`config.mk`:
```
export PLATFORM = sky130hd
export DESIGN_NAME = irq_line_router
export DESIGN_NICKNAME = d
export VERILOG_FILES = /design/src/rtl/irq_router_pkg.sv /design/src/rtl/irq_route_regs.sv /design/src/rtl/irq_route_map.sv /design/src/rtl/irq_route_fanin.sv /design/src/rtl/irq_route_query.sv /design/src/rtl/irq_line_router.sv
export SDC_FILE = /design/constraint.sdc
export NUM_CORES = 1
export LEC_CHECK = 0
export BUFFER_PORTS_ARGS = -buffer_cell sky130_fd_sc_hd__buf_2
export CAP_MARGIN = 20
export CELL_PAD_IN_SITES_DETAIL_PLACEMENT = 0
export CELL_PAD_IN_SITES_GLOBAL_PLACEMENT = 1
export CORE_ASPECT_RATIO = 1.25
export CORE_MARGIN = 2
export CORE_UTILIZATION = 40
export DETAILED_ROUTE_END_ITERATION = 7
export PLACE_DENSITY = 0.79
export SLEW_MARGIN = 5
export SYNTH_ARGS = -nofsm -noshare
export SYNTH_HDL_FRONTEND = slang
export SYNTH_SLANG_ARGS = --single-unit
```
`constraint.sdc`:
```
create_clock -name clk -period 3.59 [get_ports clk]
set_clock_uncertainty 0.05 [all_clocks]
set_input_delay 0.718 -clock clk [delete_from_list [all_inputs] [get_ports clk]]
set_output_delay 0.718 -clock clk [all_outputs]
set_load 0.01 [all_outputs]
```
`src/rtl/irq_router_pkg.sv`:
```
package irq_router_pkg;
  localparam int NUM_LINES  = 4;
  localparam int NUM_INPUTS = 16;
  localparam int LINE_W     = $clog2(NUM_LINES);
  localparam int INPUT_W    = $clog2(NUM_INPUTS);
  localparam int MAP_W      = NUM_LINES * NUM_INPUTS;

  typedef logic [NUM_LINES-1:0][7:0] route_bank_t;

  // A route byte connects its line only when it names an existing input.
  function automatic logic route_ok(input logic [7:0] r);
    return int'(r) < NUM_INPUTS;
  endfunction

  // Bit position of the (input, line) pair in the state map.
  function automatic int map_pos(input logic [7:0] r, input int line);
    return int'(r[INPUT_W-1:0]) * NUM_LINES + line;
  endfunction

  // Slot swizzle: a device's pin rotated by its slot number.
  function automatic logic [LINE_W-1:0] slot_line(input logic [7:0] devfn,
                                                  input logic [1:0] pin);
    int sum;
    sum = int'(pin) + int'(devfn[7:3]) + NUM_LINES - 1;
    return LINE_W'(sum % NUM_LINES);
  endfunction
endpackage

```
`src/rtl/irq_route_regs.sv`:
```
module irq_route_regs
  import irq_router_pkg::*;
#(
  parameter logic [7:0] BASE_ADDR   = 8'h60,
  parameter logic [7:0] RESET_ROUTE = 8'h80
) (
  input  logic        clk,
  input  logic        rst_n,
  input  logic [7:0]  addr,
  input  logic        we,
  input  logic [7:0]  wdata,
  output logic [7:0]  rdata,
  output route_bank_t routes_q,
  output route_bank_t routes_d,
  output logic        wr_hit
);
  localparam int LAST = int'(BASE_ADDR) + NUM_LINES - 1;

  logic             in_window;
  logic [LINE_W-1:0] sel;

  assign in_window = (int'(addr) >= int'(BASE_ADDR)) && (int'(addr) <= LAST);
  assign sel       = LINE_W'(addr - BASE_ADDR);
  assign wr_hit    = we && in_window;

  always_comb begin
    routes_d = routes_q;
    if (wr_hit) routes_d[sel] = wdata;
  end

  always_ff @(posedge clk or negedge rst_n) begin
    if (!rst_n) routes_q <= {NUM_LINES{RESET_ROUTE}};
    else        routes_q <= routes_d;
  end

  assign rdata = in_window ? routes_q[sel] : 8'h00;
endmodule

```
`src/rtl/irq_route_map.sv`:
```
module irq_route_map
  import irq_router_pkg::*;
(
  input  logic                 clk,
  input  logic                 rst_n,
  input  logic [NUM_LINES-1:0] levels,
  input  route_bank_t          routes_d,
  input  logic                 rebuild,
  output logic [MAP_W-1:0]     map_q
);
  logic [MAP_W-1:0] map_d;

  always_comb begin
    map_d = map_q;
    // A route change invalidates every pair, so start from an empty map.
    if (rebuild) map_d = '0;
    for (int p = 0; p < NUM_LINES; p++) begin
      if (route_ok(routes_d[p])) map_d[map_pos(routes_d[p], p)] = levels[p];
    end
  end

  always_ff @(posedge clk or negedge rst_n) begin
    if (!rst_n) map_q <= '0;
    else        map_q <= map_d;
  end
endmodule

```
`src/rtl/irq_route_fanin.sv`:
```
module irq_route_fanin
  import irq_router_pkg::*;
(
  input  logic [MAP_W-1:0]      map_q,
  output logic [NUM_INPUTS-1:0] pic_irq
);
  for (genvar c = 0; c < NUM_INPUTS; c++) begin : g_in
    assign pic_irq[c] = |map_q[c*NUM_LINES +: NUM_LINES];
  end
endmodule

```
`src/rtl/irq_route_query.sv`:
```
module irq_route_query
  import irq_router_pkg::*;
(
  input  route_bank_t        routes_q,
  input  logic [LINE_W-1:0]  qry_line,
  output logic               qry_en,
  output logic [INPUT_W-1:0] qry_target,
  input  logic [7:0]         sw_devfn,
  input  logic [1:0]         sw_pin,
  output logic [LINE_W-1:0]  sw_line
);
  logic [7:0] picked;

  assign picked     = routes_q[qry_line];
  assign qry_en     = route_ok(picked);
  assign qry_target = qry_en ? picked[INPUT_W-1:0] : '0;
  assign sw_line    = slot_line(sw_devfn, sw_pin);
endmodule

```
`src/rtl/irq_line_router.sv`:
```
module irq_line_router
  import irq_router_pkg::*;
(
  input  logic        clk,
  input  logic        rst_n,
  input  logic [3:0]  pirq_lvl,
  input  logic [7:0]  reg_addr,
  input  logic        reg_we,
  input  logic [7:0]  reg_wdata,
  output logic [7:0]  reg_rdata,
  output logic [15:0] pic_irq,
  input  logic [1:0]  qry_line,
  output logic        qry_en,
  output logic [3:0]  qry_target,
  input  logic [7:0]  sw_devfn,
  input  logic [1:0]  sw_pin,
  output logic [1:0]  sw_line
);
  route_bank_t      routes_q;
  route_bank_t      routes_d;
  logic             wr_hit;
  logic [MAP_W-1:0] map_q;

  irq_route_regs u_regs (
    .clk(clk), .rst_n(rst_n), .addr(reg_addr), .we(reg_we),
    .wdata(reg_wdata), .rdata(reg_rdata),
    .routes_q(routes_q), .routes_d(routes_d), .wr_hit(wr_hit)
  );

  irq_route_map u_map (
    .clk(clk), .rst_n(rst_n), .levels(pirq_lvl), .routes_d(routes_d),
    .rebuild(wr_hit), .map_q(map_q)
  );

  irq_route_fanin u_fanin (.map_q(map_q), .pic_irq(pic_irq));

  irq_route_query u_query (
    .routes_q(routes_q), .qry_line(qry_line), .qry_en(qry_en),
    .qry_target(qry_target), .sw_devfn(sw_devfn), .sw_pin(sw_pin),
    .sw_line(sw_line)
  );
endmodule

```
==> results.yml <==
floorplan:
  floorplan.core_area_mm2: 0.0143
  vertical_die_dimension_um: 139
  number_of_ports_placed_on_the_die_boundary: 66
  die_area_mm2: 0.0157
  floorplan.initialDensity_pct: 40.9
  die_width_um: 112
  row_count: 49
timing:
  fmax_mhz: 309
  timing_hold_violations_final: 0
  slew_viol_final: 0
  setup_tns_ns: 0
  post-route-period-util_pct: 90.2
  timing.final.setup_violations: 0
  tightest_slew_ns: 1.07
  max-slew-margin-rel_pct: 28.0
  grt_setup_unrepaired: "no"
  final_period_minus_worst_setup_slack_ns: 3.24
layout:
  most-common-layout-cells: "mux2i_1, dfrtp_1, nand2_1"
  antenna_diode_count: 0
  finish.net_count: 638
  syn2layout_area_growth_pct: 12.3
  multiInputGateArea_mm2: 0.00323
  layout.area.seq_mm2: 0.00241
  layout.cell_area.non_filler_mm2: 0.00659
  layout-drive-gt1-share_pct: 22.1
  most_common_cell_after_layout_fill_and_taps_aside: "mux2i_1"
  total_of_fill_cells_in_the_finished_design: 1394
job:
  max_cap_viol_count: 0
pwr:
  power_switching_share_pct: 29.4
  comb_pwr_share_pct: 17.2
  pwr_density_cell_mw_per_mm2: 423
  static_leakage_nw: 3.48
  switchingPower_mw: 0.818
  power_report.internal_total_mw: 1.97
  power_frac_clock_pct: 35.6
  vdd_ir_drop_max_v: 0.000228
  power.sequential.fraction_pct: 47.2
placed_design:
  post_dp_cell_area_mm2: 0.00626
  numPortBuffers: 59
  dpl.hpwl_mm: 11.6
  place_congestion: 0.923
critical_path:
  worst_ep_arrival_time_ns: 2.47
  worstSetupStartpointType: "register"
  crit_type: "reg2out"
  timing.reg2reg.worst_path_depth: 4
  critical_path.max_fanout: 12
  r2r_slack_ns: 1.21
  worst-endpoint-required_ns: 2.82
  endpoint_kind: "output port"
synth:
  synth.distinct_cells: 31
  yosys_register_bits: 96
  synthesis.yosys.warnings: 0
  synth-seq-area-share_pct: 41.0
  avgSynthCellArea_um2: 10.3
  syn_nets: 607
  synthesis.area_mm2: 0.00587
  netlist_instances: 571
detailed_routing:
  avgViaCountPerCell: 5.81
  drt_pre_antenna_iters: 4
  final_antenna_net_count: 0
  via_count: 4563
  avgRoutedWirePerCell_um: 20.5
  number_of_drc_markers_after_the_initial_detailed_route_iteration: 265
  count_of_unresolved_drc_violations_after_routing: 0
  detail_route.wirelength_mm: 16.1
cts:
  cts_max_level: 3
  cts-root-buf: "clkbuf_16"
  cts_buffer_depth: 2
  post_cts_resize_count: 0
  path_clk_slew_ns: 0.08
  cts_hold_repair.buffers: 0
  post_cts.repair.setup_buffers: 0
  cts-buffers-inserted: 9
  cts_sinks: 96
  clock_latency_ns: 0.36
  cts_tree: "done"
grt:
  grt.busiest_layer: "met2"
  grt-ovfl-total: 0
  global_route.usage.met2_pct: 37.5
  grt_antenna_before_repair: 0
  met3_usage_pct: 3.53
  grt_pass1_wl_mm: 25.8
  vias_in_the_first_global_route: 4808
  grt_util_all_layers_pct: 21.0
  grt_util_met1_pct: 25.5
  maximum_number_of_pins_on_one_net_before_global_route_repair: 86
run_status:
  outcome: "complete, no violations"
hold_path:
  hold_path_class: "in2async"
## path summary, 6_finish.rpt
path,start,to
min in group clk,u_map.map_q[27],u_map.map_q[27]
setup / recovery,u_regs.routes_q[30],qry_target[2]
hold reg to reg,u_map.map_q[27],u_map.map_q[27]
max in group asynchronous,rst_n,u_regs.routes_q[15]
setup reg to reg,u_regs.routes_q[22],u_map.map_q[34]
hold / removal,rst_n,u_map.map_q[59]
## cell usage after synthesis, drive strengths merged
master	instances	area share [%]
dfstp	4	1.8
and4	3	0.45
nor2	6	0.38
clkbuf	35	2.2
mux2	24	4.6
dfrtp	92	39
or3	1	0.11
nor4	26	2.8
nor4b	6	1.0
inv	9	0.58
nand2b	13	1.4
or3b	4	0.60
o21ai	8	0.68
xnor2	2	0.30
nand4	9	0.96
nand3	15	1.3
nand2	83	5.3
nor2b	24	2.6
ha	1	0.21
nand4b	3	0.45
or4	23	3.0
nand3b	1	0.13
nor3	21	1.8
buf	15	1.2
mux2i	128	22
clkinv	1	0.064
mux4	13	5.0
and3b	1	0.15
## per-stage QoR
| stage | total power, mW | hold WS (ns) | worst slack (ns) | instances | util (%) |
|---|---|---|---|---|---|
| after floorplan | 1.61 | 0.372 | 0.932 | 571 | - |
| after global placement | 1.78 | 0.457 | 0.749 | 767 | 43.6 |
| after detailed placement | 1.81 | 0.462 | 0.720 | 767 | 43.6 |
| after CTS | 2.80 | 0.472 | 0.357 | 783 | 45.8 |
| after global routing | 2.91 | 0.317 | 0.263 | 785 | 45.9 |
| final | 2.79 | 0.287 | 0.354 | 785 | 45.9 |
## kinds of logic (layout without fill, tap and decap cells)
group	after synthesis	after routing	share of synthesized area [%]
buffers and inverters	60	96	4.05
xor gates and xnor gates	2	2	0.298
muxes	165	165	31.4
and+or+nand+nor	239	239	22.3
DFF	96	96	41.0
AOI/OAI and AO/OA	8	8	0.682
adders and majority gates	1	1	0.213
## layout make-up
type / count / area share, %
Sequential cell: 96 / 36.5
Clock inverter: 7 / 1.20
Inverter: 10 / 0.570
Timing Repair Buffer: 70 / 5.92
Multi-Input combinational cell: 415 / 49.0
Clock buffer: 9 / 3.42
Tap cell: 178 / 3.38
## flip-flops by register name, summed over array words and instances, names as in the netlist
signal,cells
u_map.map_q,64
u_regs.routes_q,32
## metal layers
metal / part of all wire, % / routed length [um]
met1: 41 / 6550
met2: 52 / 8360
met3: 5.3 / 857
met4: 2.2 / 354
met5: 0 / 0
## critical path, stage by stage (launching register included)
cell and delay, ns:
dfrtp_1 0.41, or4_1 0.78, mux4_2 0.63, nor2b_1 0.15, buf_2 0.14
## power groups by stage
stage	clock, mW	sequential, mW	combinational (mW)
finish	0.992	1.32	0.480
detailed placement	0	1.33	0.482
floorplan	0	1.28	0.330
global placement	0	1.32	0.462
global route	1.04	1.33	0.534
CTS	1.00	1.31	0.484
(Power assumes the default switching activity.)
